<file path="src/rtl/evt_pkg.sv">
package evt_pkg;

    parameter int unsigned NLINES = 32;
    parameter int unsigned ADDR_W = 12;

    typedef logic [NLINES-1:0] line_vec_t;

    typedef enum logic [2:0] {
        SEL_NONE,
        SEL_RISE_CFG,
        SEL_FALL_CFG,
        SEL_SWTRIG,
        SEL_RISE_PEND,
        SEL_FALL_PEND,
        SEL_MASK,
        SEL_CAP
    } reg_sel_e;

    localparam logic [ADDR_W-1:0] OFS_RISE_CFG  = ADDR_W'('h00);
    localparam logic [ADDR_W-1:0] OFS_FALL_CFG  = ADDR_W'('h04);
    localparam logic [ADDR_W-1:0] OFS_SWTRIG    = ADDR_W'('h08);
    localparam logic [ADDR_W-1:0] OFS_RISE_PEND = ADDR_W'('h0C);
    localparam logic [ADDR_W-1:0] OFS_FALL_PEND = ADDR_W'('h10);
    localparam logic [ADDR_W-1:0] OFS_MASK      = ADDR_W'('h80);
    localparam logic [ADDR_W-1:0] OFS_CAP       = ADDR_W'('h84);

    typedef struct packed {
        logic      wr;
        logic      rd;
        reg_sel_e  sel;
        line_vec_t data;
    } bus_op_t;

    function automatic reg_sel_e decode_ofs(input logic [ADDR_W-1:0] a);
        reg_sel_e s;
        case (a)
            OFS_RISE_CFG:  s = SEL_RISE_CFG;
            OFS_FALL_CFG:  s = SEL_FALL_CFG;
            OFS_SWTRIG:    s = SEL_SWTRIG;
            OFS_RISE_PEND: s = SEL_RISE_PEND;
            OFS_FALL_PEND: s = SEL_FALL_PEND;
            OFS_MASK:      s = SEL_MASK;
            OFS_CAP:       s = SEL_CAP;
            default:       s = SEL_NONE;
        endcase
        return s;
    endfunction

    // Write-strobe vector: data when the op is a write to the given register
    function automatic line_vec_t wr_strobe(input bus_op_t op, input reg_sel_e target);
        return (op.wr && op.sel == target) ? op.data : '0;
    endfunction

endpackage

</file>
<file path="src/rtl/evt_sync.sv">
module evt_sync #(
    parameter int unsigned W      = 32,
    parameter int unsigned STAGES = 2
) (
    input  logic         clk,
    input  logic         rst,
    input  logic [W-1:0] d,
    output logic [W-1:0] q
);
    logic [W-1:0] stg [STAGES];

    for (genvar g = 0; g < STAGES; g++) begin : g_stage
        if (g == 0) begin : g_first
            always_ff @(posedge clk) begin
                if (rst) stg[g] <= '0;
                else     stg[g] <= d;
            end
        end else begin : g_next
            always_ff @(posedge clk) begin
                if (rst) stg[g] <= '0;
                else     stg[g] <= stg[g-1];
            end
        end
    end

    assign q = stg[STAGES-1];
endmodule

</file>
<file path="src/rtl/evt_pending.sv">
module evt_pending
    import evt_pkg::*;
#(
    parameter line_vec_t CAP = '1
) (
    input  logic      clk,
    input  logic      rst,
    input  line_vec_t lvl,
    input  line_vec_t rise_en,
    input  line_vec_t fall_en,
    input  line_vec_t sw_set,
    input  line_vec_t clr_rise,
    input  line_vec_t clr_fall,
    output line_vec_t rise_pend,
    output line_vec_t fall_pend
);
    line_vec_t prev_q, rp_q, fp_q;
    line_vec_t rise_hit, fall_hit, set_r;

    always_comb begin
        rise_hit = lvl & ~prev_q & rise_en & CAP;
        fall_hit = ~lvl & prev_q & fall_en & CAP;
        set_r    = rise_hit | (sw_set & CAP);
    end

    // Clear is applied before set, so a same-cycle event keeps the bit
    always_ff @(posedge clk) begin
        if (rst) begin
            prev_q <= '0;
            rp_q   <= '0;
            fp_q   <= '0;
        end else begin
            prev_q <= lvl;
            rp_q   <= (rp_q & ~clr_rise) | set_r;
            fp_q   <= (fp_q & ~clr_fall) | fall_hit;
        end
    end

    assign rise_pend = rp_q;
    assign fall_pend = fp_q;
endmodule

</file>
<file path="src/rtl/evt_regs.sv">
module evt_regs
    import evt_pkg::*;
#(
    parameter line_vec_t CAP = '1
) (
    input  logic              clk,
    input  logic              rst,
    input  logic              req_valid,
    input  logic              req_write,
    input  logic [ADDR_W-1:0] req_addr,
    input  line_vec_t         req_wdata,
    output logic              req_ready,
    output logic              rsp_valid,
    output line_vec_t         rsp_rdata,
    input  line_vec_t         rise_pend,
    input  line_vec_t         fall_pend,
    output line_vec_t         rise_en,
    output line_vec_t         fall_en,
    output line_vec_t         mask,
    output line_vec_t         sw_set,
    output line_vec_t         clr_rise,
    output line_vec_t         clr_fall
);
    bus_op_t   op;
    line_vec_t rsel_q, fsel_q, mask_q;
    line_vec_t rdata_d, rdata_q;
    logic      rvalid_q;

    assign req_ready = 1'b1;

    always_comb begin
        op.wr   = req_valid && req_ready && req_write;
        op.rd   = req_valid && req_ready && !req_write;
        op.sel  = decode_ofs(req_addr);
        op.data = req_wdata;
    end

    assign sw_set   = wr_strobe(op, SEL_SWTRIG);
    assign clr_rise = wr_strobe(op, SEL_RISE_PEND);
    assign clr_fall = wr_strobe(op, SEL_FALL_PEND);

    always_ff @(posedge clk) begin
        if (rst) begin
            rsel_q <= '0;
            fsel_q <= '0;
            mask_q <= '0;
        end else if (op.wr) begin
            case (op.sel)
                SEL_RISE_CFG: rsel_q <= op.data;
                SEL_FALL_CFG: fsel_q <= op.data;
                SEL_MASK:     mask_q <= op.data;
                default:      ;
            endcase
        end
    end

    always_comb begin
        case (op.sel)
            SEL_RISE_CFG:  rdata_d = rsel_q;
            SEL_FALL_CFG:  rdata_d = fsel_q;
            SEL_RISE_PEND: rdata_d = rise_pend;
            SEL_FALL_PEND: rdata_d = fall_pend;
            SEL_MASK:      rdata_d = mask_q;
            SEL_CAP:       rdata_d = CAP;
            default:       rdata_d = '0;
        endcase
    end

    always_ff @(posedge clk) begin
        if (rst) begin
            rvalid_q <= 1'b0;
            rdata_q  <= '0;
        end else begin
            rvalid_q <= op.rd;
            if (op.rd) rdata_q <= rdata_d;
        end
    end

    assign rsp_valid = rvalid_q;
    assign rsp_rdata = rdata_q;
    assign rise_en   = rsel_q;
    assign fall_en   = fsel_q;
    assign mask      = mask_q;
endmodule

</file>
<file path="src/rtl/evt_outs.sv">
module evt_outs
    import evt_pkg::*;
#(
    parameter line_vec_t CAP = '1
) (
    input  logic      clk,
    input  logic      rst,
    input  line_vec_t lvl,
    input  line_vec_t rise_pend,
    input  line_vec_t fall_pend,
    input  line_vec_t mask,
    output line_vec_t line_out,
    output logic      irq_out
);
    line_vec_t any_pend, line_d, line_q;
    logic      irq_q;

    always_comb begin
        any_pend = rise_pend | fall_pend;
        line_d   = ((any_pend & CAP) | (lvl & ~CAP)) & mask;
    end

    always_ff @(posedge clk) begin
        if (rst) begin
            line_q <= '0;
            irq_q  <= 1'b0;
        end else begin
            line_q <= line_d;
            irq_q  <= |(any_pend & mask);
        end
    end

    assign line_out = line_q;
    assign irq_out  = irq_q;
endmodule

</file>
<file path="src/rtl/ext_event_bank.sv">
module ext_event_bank
    import evt_pkg::*;
#(
    parameter logic [NLINES-1:0] CAP_LINES   = 32'h00FF_FFFF,
    parameter int unsigned       SYNC_STAGES = 2
) (
    input  logic              clk,
    input  logic              rst,
    input  logic              req_valid,
    output logic              req_ready,
    input  logic              req_write,
    input  logic [ADDR_W-1:0] req_addr,
    input  logic [NLINES-1:0] req_wdata,
    output logic              rsp_valid,
    output logic [NLINES-1:0] rsp_rdata,
    input  logic [NLINES-1:0] lines_in,
    output logic [NLINES-1:0] line_out,
    output logic              irq_out
);
    line_vec_t lvl_sync;
    line_vec_t rise_pend_w, fall_pend_w;
    line_vec_t rise_en_w, fall_en_w, mask_w;
    line_vec_t sw_set_w, clr_rise_w, clr_fall_w;

    evt_sync #(.W(NLINES), .STAGES(SYNC_STAGES)) u_sync (
        .clk (clk),
        .rst (rst),
        .d   (lines_in),
        .q   (lvl_sync)
    );

    evt_regs #(.CAP(CAP_LINES)) u_regs (
        .clk       (clk),
        .rst       (rst),
        .req_valid (req_valid),
        .req_write (req_write),
        .req_addr  (req_addr),
        .req_wdata (req_wdata),
        .req_ready (req_ready),
        .rsp_valid (rsp_valid),
        .rsp_rdata (rsp_rdata),
        .rise_pend (rise_pend_w),
        .fall_pend (fall_pend_w),
        .rise_en   (rise_en_w),
        .fall_en   (fall_en_w),
        .mask      (mask_w),
        .sw_set    (sw_set_w),
        .clr_rise  (clr_rise_w),
        .clr_fall  (clr_fall_w)
    );

    evt_pending #(.CAP(CAP_LINES)) u_pend (
        .clk       (clk),
        .rst       (rst),
        .lvl       (lvl_sync),
        .rise_en   (rise_en_w),
        .fall_en   (fall_en_w),
        .sw_set    (sw_set_w),
        .clr_rise  (clr_rise_w),
        .clr_fall  (clr_fall_w),
        .rise_pend (rise_pend_w),
        .fall_pend (fall_pend_w)
    );

    evt_outs #(.CAP(CAP_LINES)) u_outs (
        .clk       (clk),
        .rst       (rst),
        .lvl       (lvl_sync),
        .rise_pend (rise_pend_w),
        .fall_pend (fall_pend_w),
        .mask      (mask_w),
        .line_out  (line_out),
        .irq_out   (irq_out)
    );
endmodule

</file>
<file path="config.mk">
export PLATFORM = sky130hd
export DESIGN_NAME = ext_event_bank
export DESIGN_NICKNAME = d
export VERILOG_FILES = /design/src/rtl/evt_pkg.sv /design/src/rtl/evt_sync.sv /design/src/rtl/evt_pending.sv /design/src/rtl/evt_regs.sv /design/src/rtl/evt_outs.sv /design/src/rtl/ext_event_bank.sv
export SDC_FILE = /design/constraint.sdc
export NUM_CORES = 1
export LEC_CHECK = 0
export ABC_AREA = 1
export BUFFER_PORTS_ARGS = -buffer_cell sky130_fd_sc_hd__buf_2
export CAP_MARGIN = 30
export CORE_AREA = 3 3 155 157
export DETAILED_ROUTE_END_ITERATION = 10
export DIE_AREA = 0 0 158 160
export PLACE_DENSITY_LB_ADDON = 0.08
export RECOVER_POWER = 100
export SLEW_MARGIN = 20
export SYNTH_ARGS = -nofsm -noshare
export SYNTH_HDL_FRONTEND = slang
export SYNTH_SLANG_ARGS = --single-unit
</file>
<file path="constraint.sdc">
create_clock -name clk -period 1.9 [get_ports clk]
set_clock_uncertainty 0.2 [all_clocks]
set_input_delay 0.095 -clock clk [delete_from_list [all_inputs] [get_ports clk]]
set_output_delay 0.095 -clock clk [all_outputs]
set_load 0.01 [all_outputs]
</file>
==> results.yml <==
worst_setup_path:
  cp_num_buf_inv: 5
  cp-end-kind: "register"
  reg2regPathDepth: 6
  cp.required_ns: 2.12
  critPathKind: "in -> reg"
  critPathMostFrequentCell: "inv_2"
  critPathMaxFanout: 42
  crit_arrival_ns: 2.05
  cp_top_family: "buffers and inverters"
  critPathMaxStageDelay_ns: 0.53
  r2r_start: "u_pend.fall_pend[3]"
  cp-start-kind: "input port"
  crit_chain: "dlygate4sd3_1 > buf_2 > nand2_1 > inv_2 > nand3_2 > inv_2 > buf_12 > o21ai_0 > a21oi_1"
  rr_endpoint: "u_outs.irq_out"
  r2r_setup_slack_ns: 0.11
  crit_slowest_cell: "dlygate4sd3_1"
sta:
  finalSetupViolations: 0
  whs_ns: 0.0218
  tightest_slew_ns: 0.837
  finalSetupTns_ns: 0
  finalCritPeriodShare: 0.962
  slew_violations: 0
  slew_headroom: 0.442
  max_freq_ghz: 0.547
  hold_violations: 0
  layout_min_cycle_time_ns: 1.83
detailed_routing:
  routed_via_density: 5.31
  drtIter0Drc: 923
  post_drt_wl_per_cell_um: 15.9
  first_pass_iters: 6
  vias: 11824
  ant_nets: 0
  finalWirelength_um: 35500
  drc: 0
placement:
  placement.io_buffers: 145
  hpwl_um: 21600
  gp_congestion: 0.857
yosys:
  ys_seq_area_frac: 0.503
  muxShareOfSynthArea: 0
  synth_compound_area_frac: 0.133
  synth-simple-area-share: 0.258
  synth-xor-area-share: 0
  syn_inst: 1709
  ys.flop_type: "dfxtp_1"
  yosysWarnings: 0
  synth_fa_ha_area_frac: 0
  syn_area_mm2: 0.0125
  synth_top_family_by_area: "simple AND/OR/NAND/NOR gates"
  syn_nets: 1789
  syn_avg_cell_area_um2: 7.31
  yosysUniqueCellTypes: 31
  synth-edff-count: 0
  ys_seq_elements: 314
  ys_async_sr_fraction: 0
die:
  core_area_mm2: 0.0226
  die_h_um: 160
  start_util: 0.552
  die_w_um: 158
  dieArea_mm2: 0.0253
  core.rowCount: 55
  io_pins: 147
cells_and_area:
  fill_cells: 1980
  drive_gt1_frac: 0.108
  multi_input_area_mm2: 0.00491
  final_common_cell: "nand2_1"
  final_cell_mix: "nand2_1 (368), dfxtp_1 (314), inv_1 (215)"
  syn_to_final_growth_pct: 24.7
  area.sequential_mm2: 0.00629
  finalNetCount: 1999
  num_antenna_cells: 0
clocking:
  path_clk_slew_ns: 0.06
  htree_levels: 2
  clkSinkCount: 314
  clock_latency_ns: 0.51
  cts_buffers: 34
  cts-root-buf: "clkbuf_16"
  cts_max_path_buffers: 3
  tritoncts: "built"
global_routing:
  grt_pass1_wl_um: 56500
  track_usage: 0.276
  grt_pass1_vias: 11056
  grt_start_max_net_pins: 91
  antenna_found_initial: 0
  grt_overflow: 0
hold_path:
  worstHoldEndpoint: "u_regs.rsp_valid"
  min_from: "req_valid"
  hold_depth: 6
  hp-class: "in -> reg"
power:
  total_power_mw: 14.7
  cellLeakagePower_nw: 6.71
  ir_drop_uv: 741
  powerDensity_mw_per_mm2: 940
run_status:
  outcome: "finished, final reports clean"
run:
  maxCapViolCount: 0
how the worst max path moves through the flow:
stage,from,slack (ns),cells past startpoint,endpoint
floorplan,req_addr[1],0.48,9,u_regs.mask[24]
global route,req_addr[0],-0.006,12,u_regs.rsp_rdata[25]
global placement,u_pend.fall_pend[3],0.11,6,u_outs.irq_out
detailed placement,req_addr[11],0.09,9,u_regs.mask[4]
finish,req_write,0.07,9,u_regs.rise_en[15]
CTS,req_addr[1],0.09,12,u_regs.rsp_rdata[25]
cells in the mapped netlist, types with 2 or more instances:
cell type,count,area [um^2]
nor2_1,174,653
clkbuf_1,44,165
o211ai_1,8,60.1
nand4_1,9,56.3
nand2_1,368,1380
nor2_4,6,67.6
o21a_1,12,90.1
buf_2,37,185
nor2_2,2,12.5
o22ai_1,23,144
nand3_1,186,931
dfxtp_1,314,6290
a21oi_1,176,881
inv_1,215,807
nand2_2,2,12.5
buf_6,6,67.6
o21ai_1,5,25.0
nor3_1,4,20.0
buf_4,10,75.1
nand3_2,4,40.0
o21ai_0,91,455
inv_2,4,15.0
report_power, final:
part | total [mW] | internal, mW | switching [mW] | leakage [nW]
registers | 6.69 | 6.66 | 0.0304 | 2.54
clock network | 7.38 | 4.74 | 2.64 | 0.614
logic | 0.591 | 0.235 | 0.356 | 3.55
total | 14.7 | 11.6 | 3.03 | 6.71
flip-flops by register name, summed over array words and instances, names as in the netlist:
register and count:
u_sync.stg 64, u_regs.rsp_rdata 32, u_outs.irq_out 1, u_pend.prev_q 24, u_regs.mask 32, u_regs.rsp_valid 1, u_outs.line_out 32, u_regs.fall_en 32
u_pend.rise_pend 32, u_pend.fall_pend 32, u_regs.rise_en 32
cell type report:
cell class,count,share of cell area
Timing Repair Buffer,272,0.125
Sequential cell,314,0.403
Inverter,220,0.0533
Tap cell,285,0.0229
Clock inverter,12,0.0171
Clock buffer,48,0.0638
Multi-Input combinational cell,1077,0.315
tightest hold or removal path: stages:
cell and delay (ns):
buf_2 0.09, inv_1 0.04, nor2_2 0.09, inv_1 0.07, buf_12 0.18, nor2_1 0.11
logic make-up after synthesis:
logic type             Yosys count
AO/OA/AOI/OAI                  316
buffers and inverters          318
flip-flops                     314
other                            1
AND/OR/NAND/NOR                760
metrics by stage:
stage                util  setup slack, ns  instance area (um^2)  instances
floorplan               -            0.478                 12500       1709
global placement    0.602            0.109                 13600       2091
detailed placement  0.602           0.0929                 13600       2091
CTS                 0.691           0.0924                 15600       2227
global route        0.689         -0.00613                 15600       2228
finish              0.689           0.0714                 15600       2228
metal layers:
| layer | up-vias | GRT usage | part of all wire |
|---|---|---|---|
| li1 | 5860 | - | - |
| met1 | 5449 | 0.373 | 0.43 |
| met2 | 437 | 0.453 | 0.47 |
| met3 | 78 | 0.0407 | 0.071 |
| met4 | 0 | 0.0919 | 0.031 |
| met5 | - | 0 | 0 |
timing repair:
action	4_1_cts	5_1_grt
hold buffers	76	0
setup endpoints to repair	0	41
resized for setup	0	9
setup buffers	0	1
endpoints found under the hold margin	214	0
Note: power is estimated with default switching activity, not from simulation.
